--- config.mk ---
export PLATFORM = sky130hd
export DESIGN_NAME = edn_fill_reorder
export DESIGN_NICKNAME = d
export VERILOG_FILES = /design/src/rtl/edn_pkg.sv /design/src/rtl/edn_region_ctl.sv /design/src/rtl/edn_endian_sel.sv /design/src/rtl/edn_lane_swap.sv /design/src/rtl/edn_fill_reorder.sv
export SDC_FILE = /design/constraint.sdc
export NUM_CORES = 1
export LEC_CHECK = 0
export BUFFER_PORTS_ARGS = -buffer_cell sky130_fd_sc_hd__buf_2
export CORE_MARGIN = 3
export CORE_UTILIZATION = 42
export CTS_CLUSTER_SIZE = 20
export DETAILED_ROUTE_END_ITERATION = 16
export PLACE_DENSITY_LB_ADDON = 0.15
export SYNTH_ARGS = -nofsm -noshare
export SYNTH_HDL_FRONTEND = slang
export SYNTH_SLANG_ARGS = --single-unit
--- constraint.sdc ---
create_clock -name clk -period 1.7 [get_ports clk]
set_input_delay 0.17 -clock clk [delete_from_list [all_inputs] [get_ports clk]]
set_output_delay 0.17 -clock clk [all_outputs]
set_load 0.02 [all_outputs]
--- src/rtl/edn_pkg.sv ---
package edn_pkg;

    typedef enum logic [0:0] {
        RG_STEADY = 1'b0,
        RG_FLUSH  = 1'b1
    } rgn_state_e;

endpackage

--- src/rtl/edn_region_ctl.sv ---
module edn_region_ctl
    import edn_pkg::*;
#(
    parameter int unsigned NUM_RGN = 32
) (
    input  logic               clk,
    input  logic               rst_n,
    input  logic               we_i,
    input  logic [NUM_RGN-1:0] wdata_i,
    output logic [NUM_RGN-1:0] map_o,
    output logic               inval_o
);

    logic [NUM_RGN-1:0] map_q;
    rgn_state_e         state_q;
    rgn_state_e         state_d;
    logic               changed;

    assign changed = we_i && (wdata_i != map_q);

    always_ff @(posedge clk) begin
        if (!rst_n) begin
            map_q <= '0;
        end else if (we_i) begin
            map_q <= wdata_i;
        end
    end

    // state register
    always_ff @(posedge clk) begin
        if (!rst_n) begin
            state_q <= RG_STEADY;
        end else begin
            state_q <= state_d;
        end
    end

    // next state
    always_comb begin
        state_d = state_q;
        unique case (state_q)
            RG_STEADY: state_d = changed ? RG_FLUSH : RG_STEADY;
            RG_FLUSH:  state_d = changed ? RG_FLUSH : RG_STEADY;
            default:   state_d = RG_STEADY;
        endcase
    end

    // outputs
    always_comb begin
        inval_o = 1'b0;
        unique case (state_q)
            RG_STEADY: inval_o = 1'b0;
            RG_FLUSH:  inval_o = 1'b1;
            default:   inval_o = 1'b0;
        endcase
    end

    assign map_o = map_q;

    AST_INVAL_ON_CHANGE: assert property (@(posedge clk) disable iff (!rst_n)
        (we_i && (wdata_i != map_o)) |=> inval_o);
    AST_NO_SPURIOUS_INVAL: assert property (@(posedge clk) disable iff (!rst_n)
        !(we_i && (wdata_i != map_o)) |=> !inval_o);
    AST_MAP_LOADS: assert property (@(posedge clk) disable iff (!rst_n)
        we_i |=> (map_o == $past(wdata_i)));
    AST_MAP_HOLDS: assert property (@(posedge clk) disable iff (!rst_n)
        !we_i |=> $stable(map_o));

endmodule

--- src/rtl/edn_endian_sel.sv ---
module edn_endian_sel #(
    parameter int unsigned ADDR_W   = 32,
    parameter int unsigned RGN_BITS = 5,
    localparam int unsigned NUM_RGN = 1 << RGN_BITS
) (
    input  logic [ADDR_W-1:0]  addr_i,
    input  logic               xlat_on_i,
    input  logic               page_le_i,
    input  logic [NUM_RGN-1:0] map_i,
    output logic               le_o
);

    logic [RGN_BITS-1:0] rgn_idx;
    logic                map_le;

    assign rgn_idx = addr_i[ADDR_W-1 -: RGN_BITS];
    assign map_le  = map_i[rgn_idx];

    always_comb begin
        if (xlat_on_i) begin
            le_o = page_le_i;
        end else begin
            le_o = map_le;
        end
    end

endmodule

--- src/rtl/edn_lane_swap.sv ---
module edn_lane_swap #(
    parameter int unsigned BYTE_W = 8,
    parameter int unsigned WORD_W = 32,
    parameter int unsigned WORDS  = 2,
    localparam int unsigned BPW    = WORD_W / BYTE_W,
    localparam int unsigned BEAT_W = WORD_W * WORDS
) (
    input  logic              le_i,
    input  logic [BEAT_W-1:0] data_i,
    output logic [BEAT_W-1:0] data_o
);

    logic [BEAT_W-1:0] swapped;

    for (genvar w = 0; w < WORDS; w++) begin : g_word
        for (genvar b = 0; b < BPW; b++) begin : g_byte
            assign swapped[w*WORD_W + b*BYTE_W +: BYTE_W] =
                data_i[w*WORD_W + (BPW-1-b)*BYTE_W +: BYTE_W];
        end
    end

    assign data_o = le_i ? swapped : data_i;

endmodule

--- src/rtl/edn_fill_reorder.sv ---
module edn_fill_reorder #(
    parameter int unsigned ADDR_W   = 32,
    parameter int unsigned RGN_BITS = 5,
    parameter int unsigned WORD_W   = 32,
    parameter int unsigned WORDS    = 2,
    localparam int unsigned NUM_RGN = 1 << RGN_BITS,
    localparam int unsigned BEAT_W  = WORD_W * WORDS
) (
    input  logic               clk,
    input  logic               rst_n,
    input  logic               fill_valid_i,
    input  logic [ADDR_W-1:0]  fill_addr_i,
    input  logic               xlat_on_i,
    input  logic               page_le_i,
    input  logic [BEAT_W-1:0]  fill_data_i,
    input  logic               rgn_we_i,
    input  logic [NUM_RGN-1:0] rgn_wdata_i,
    output logic [NUM_RGN-1:0] rgn_rdata_o,
    output logic               icache_valid_o,
    output logic [BEAT_W-1:0]  icache_data_o,
    output logic               inval_req_o
);

    logic [NUM_RGN-1:0] map;
    logic               le;
    logic [BEAT_W-1:0]  ordered;
    logic               valid_q;
    logic [BEAT_W-1:0]  data_q;

    edn_region_ctl #(.NUM_RGN(NUM_RGN)) u_rgn (
        .clk     (clk),
        .rst_n   (rst_n),
        .we_i    (rgn_we_i),
        .wdata_i (rgn_wdata_i),
        .map_o   (map),
        .inval_o (inval_req_o)
    );

    edn_endian_sel #(.ADDR_W(ADDR_W), .RGN_BITS(RGN_BITS)) u_sel (
        .addr_i    (fill_addr_i),
        .xlat_on_i (xlat_on_i),
        .page_le_i (page_le_i),
        .map_i     (map),
        .le_o      (le)
    );

    edn_lane_swap #(.BYTE_W(8), .WORD_W(WORD_W), .WORDS(WORDS)) u_swap (
        .le_i   (le),
        .data_i (fill_data_i),
        .data_o (ordered)
    );

    always_ff @(posedge clk) begin
        if (!rst_n) begin
            valid_q <= 1'b0;
            data_q  <= '0;
        end else begin
            valid_q <= fill_valid_i;
            if (fill_valid_i) begin
                data_q <= ordered;
            end
        end
    end

    assign icache_valid_o = valid_q;
    assign icache_data_o  = data_q;
    assign rgn_rdata_o    = map;

    AST_VALID_FOLLOWS: assert property (@(posedge clk) disable iff (!rst_n)
        fill_valid_i |=> icache_valid_o);
    AST_VALID_DROPS: assert property (@(posedge clk) disable iff (!rst_n)
        !fill_valid_i |=> !icache_valid_o);
    AST_DATA_HOLD: assert property (@(posedge clk) disable iff (!rst_n)
        !fill_valid_i |=> $stable(icache_data_o));
    AST_BE_PASSTHRU: assert property (@(posedge clk) disable iff (!rst_n)
        (fill_valid_i && xlat_on_i && !page_le_i) |=>
            (icache_data_o == $past(fill_data_i)));
    AST_RESET_IDLE: assert property (@(posedge clk)
        !rst_n |=> (!icache_valid_o && !inval_req_o));

endmodule

==> results.yml <==
critical_path:
  crit_start: "u_rgn.map_o[27]"
  regToRegSetupSlack_ns: -0.12
  start_kind: "flop"
  arrival_ns: 2.10
  crit_type: "reg2reg"
  path_cells: "mux2i_2 > a22oi_1 > nand3_1 > nand4_1 > a22oi_4 > buf_8 > clkbuf_16 > o221a_2"
  crit_fanout: 7
  ff2ff_path_depth: 8
  slowest_delay_ns: 0.32
  crit_path_end_kind: "flop"
  cpLargestDelayFamily: "compound AO/OA/AOI/OAI gates"
  cp.required_ns: 1.98
  critPathBufInv: 2
  r2r-start: "u_rgn.map_o[27]"
  worstReg2RegEnd: "icache_data_o[4]"
  crit_slowest_cell: "dfxtp_2"
synthesis:
  ys.flop_type: "dfxtp_1"
  synth_edf_count: 0
  netlist_area_um2: 4890
  avgSynthCellArea_um2: 11.5
  synth.distinct_cells: 22
  synth_seq_area_share: 0.401
  async_reset_ff_frac: 0
  synth_seq_cells: 98
  ys_warn_count: 0
  synth_nets: 558
  syn_inst: 424
finish:
  drive_above_1_share: 0.633
  syn_to_final_growth_pct: 43.6
  fillCellCount: 945
  final_common_cell: "buf_2"
  nets: 783
  antenna_cells: 0
  final_cells: 794
  final_cell_mix: "buf_2, o221a_2, dfxtp_1"
  post-route-cell-area_um2: 7020
timing:
  slew_headroom: 0.529
  fin_crit_sh: 1.07
  rsz0062_at_grt: "yes"
  drv_slew: 0
  fin_crit_ns: 1.82
  setup_viol: 64
  worst_slew_pin_slew_ns: 0.706
  fin_skew_ns: 0.00722
  clock.fmax_ghz: 0.549
  layout_setup_ws_ns: -0.120
  hold_viol_final: 0
route:
  routedWlPerCell_um: 19.9
  drc: 0
  first_iter_violations: 272
  wirelength_um: 15800
  first_pass_iters: 5
  ant_nets: 0
  via_count: 4611
  via_per_inst: 5.81
placement:
  place_area_um2: 6280
  place.gp.congestion: 0.823
  place_hpwl_um: 10300
  place_ws_ns: -0.245
  dp.cells: 767
  port_buffers: 204
run_status:
  status: "finished, violations left"
  violations: "negative setup slack"
pwr:
  p_seq_frac: 0.420
  cellPowerDensity_nw_per_um2: 880
  p_int_mw: 4.35
  p_comb_frac: 0.275
  p_switching_mw: 1.83
  ir_drop_mv: 0.449
  pwr-share-clk: 0.305
  p_leak_nw: 3.17
  p_sw_frac: 0.297
cts:
  clk_pin_slew_ns: 0.07
  ctsHoldBuffers: 0
  htreeDepth: 3
  numCtsBuffers: 9
  clkSinkCount: 98
  root_buffer: "clkbuf_16"
  cts_tree: "built"
  clockBufferDepth: 2
  clock_latency_ns: 0.34
floorplanning:
  rows: 38
  die_area_um2: 13000
  core_um2: 11100
  start_util: 0.440
  die_y_um: 114
  dieWidth_um: 114
  io_pins: 232
global_route:
  track_usage: 0.224
  antenna_found_initial: 0
  grt_pass1_wl_um: 23600
  grt_pass1_vias: 4519
  gr-total-overflow: 0
  grt_max_degree: 99
min_path:
  holdPathStages: 3
  holdPathEnd: "u_rgn.map_o[4]"
  hp-start: "rgn_wdata_i[4]"
  worstHoldPathType: "in2reg"
flow_run:
  maxCapViolCount: 0
[metal layers]
metal	GRT usage	share of wire
met1	0.289	0.42
met4	0.0665	0.012
met2	0.378	0.50
met5	0	0
met3	0.0467	0.069
[repair_timing]
item / CTS / global route
gates resized for setup: 0 / 44
setup buffers: 0 / 3
endpoints found under the setup margin: 64 / 64
endpoints found under the hold margin: 0 / 0
gates cloned: 0 / 8
pin swaps: 0 / 10
[stage by stage]
stage	TNS, ns	utilization	hold WS (ns)	total power, mW
6_report	-6.17	0.631	0.119	6.18
5_1_grt	-9.44	0.631	0.121	6.47
4_1_cts	-2.86	0.588	0.113	6.03
3_5_place_dp	-14.56	0.564	0.463	4.14
3_3_place_gp	-17.33	0.564	0.451	4.10
2_1_floorplan	0	-	0.339	3.55
[logic make-up (layout without fill, tap and decap cells)]
kind of cell	Yosys count	after routing	synth area share
AO/OA/AOI/OAI	138	138	0.311
XOR/XNOR	32	32	0.0573
buffers and inverters	44	274	0.0552
flip-flops	98	98	0.401
multiplexers	48	48	0.0982
AND/OR/NAND/NOR	64	64	0.0775
[cells in the mapped netlist (2+ instances only)]
cell type	n	area share
nand2b_1	4	0.0051
a22oi_1	4	0.0061
nand3_1	4	0.0041
nor4_1	2	0.0026
xnor2_1	32	0.057
a21oi_1	4	0.0041
dfxtp_1	98	0.40
buf_6	11	0.025
mux2i_1	48	0.098
nand4_1	9	0.012
o221a_2	128	0.29
nand2_1	6	0.0046
buf_4	3	0.0046
nor2b_1	34	0.043
clkbuf_1	28	0.021
and2_1	3	0.0038
[worst min-delay path: cells and delay by family]
kind / cells / cell delay [ns]
buffers and inverters: 1 / 0.09
and+or+nand+nor: 1 / 0.09
muxes: 1 / 0.07
[power by group through the flow]
stage / Combinational [mW] / Clock, mW / Sequential [mW]
floorplan: 0.671 / 0 / 2.88
global placement: 1.46 / 0 / 2.64
detailed placement: 1.51 / 0 / 2.64
CTS: 1.52 / 1.92 / 2.59
global route: 1.81 / 2.03 / 2.62
finish: 1.70 / 1.88 / 2.60
[area by class of cell]
type | count | area [um^2] | area share
Sequential cell | 98 | 1970 | 0.281
Clock buffer | 14 | 254 | 0.0362
Timing Repair Buffer | 258 | 1670 | 0.237
Tap cell | 140 | 175 | 0.0249
Multi-Input combinational cell | 282 | 2940 | 0.419
Clock inverter | 2 | 12.5 | 0.00178
[worst max-delay path by stage]
stage / endpoint / cells past startpoint / slack, ns
6_report: icache_data_o[4] / 8 / -0.12
3_3_place_gp: icache_data_o[47] / 9 / -0.28
3_5_place_dp: icache_data_o[33] / 9 / -0.25
5_1_grt: icache_data_o[40] / 8 / -0.16
4_1_cts: icache_data_o[40] / 7 / -0.07
2_1_floorplan: icache_data_o[10] / 10 / 0.007
[registers in the layout, summed over array words and instances, names as in the netlist]
signal and cells:
icache_valid_o 1, icache_data_o 64, u_rgn.state_q 1, u_rgn.map_o 32
Note: power is estimated with default switching activity, not from simulation.
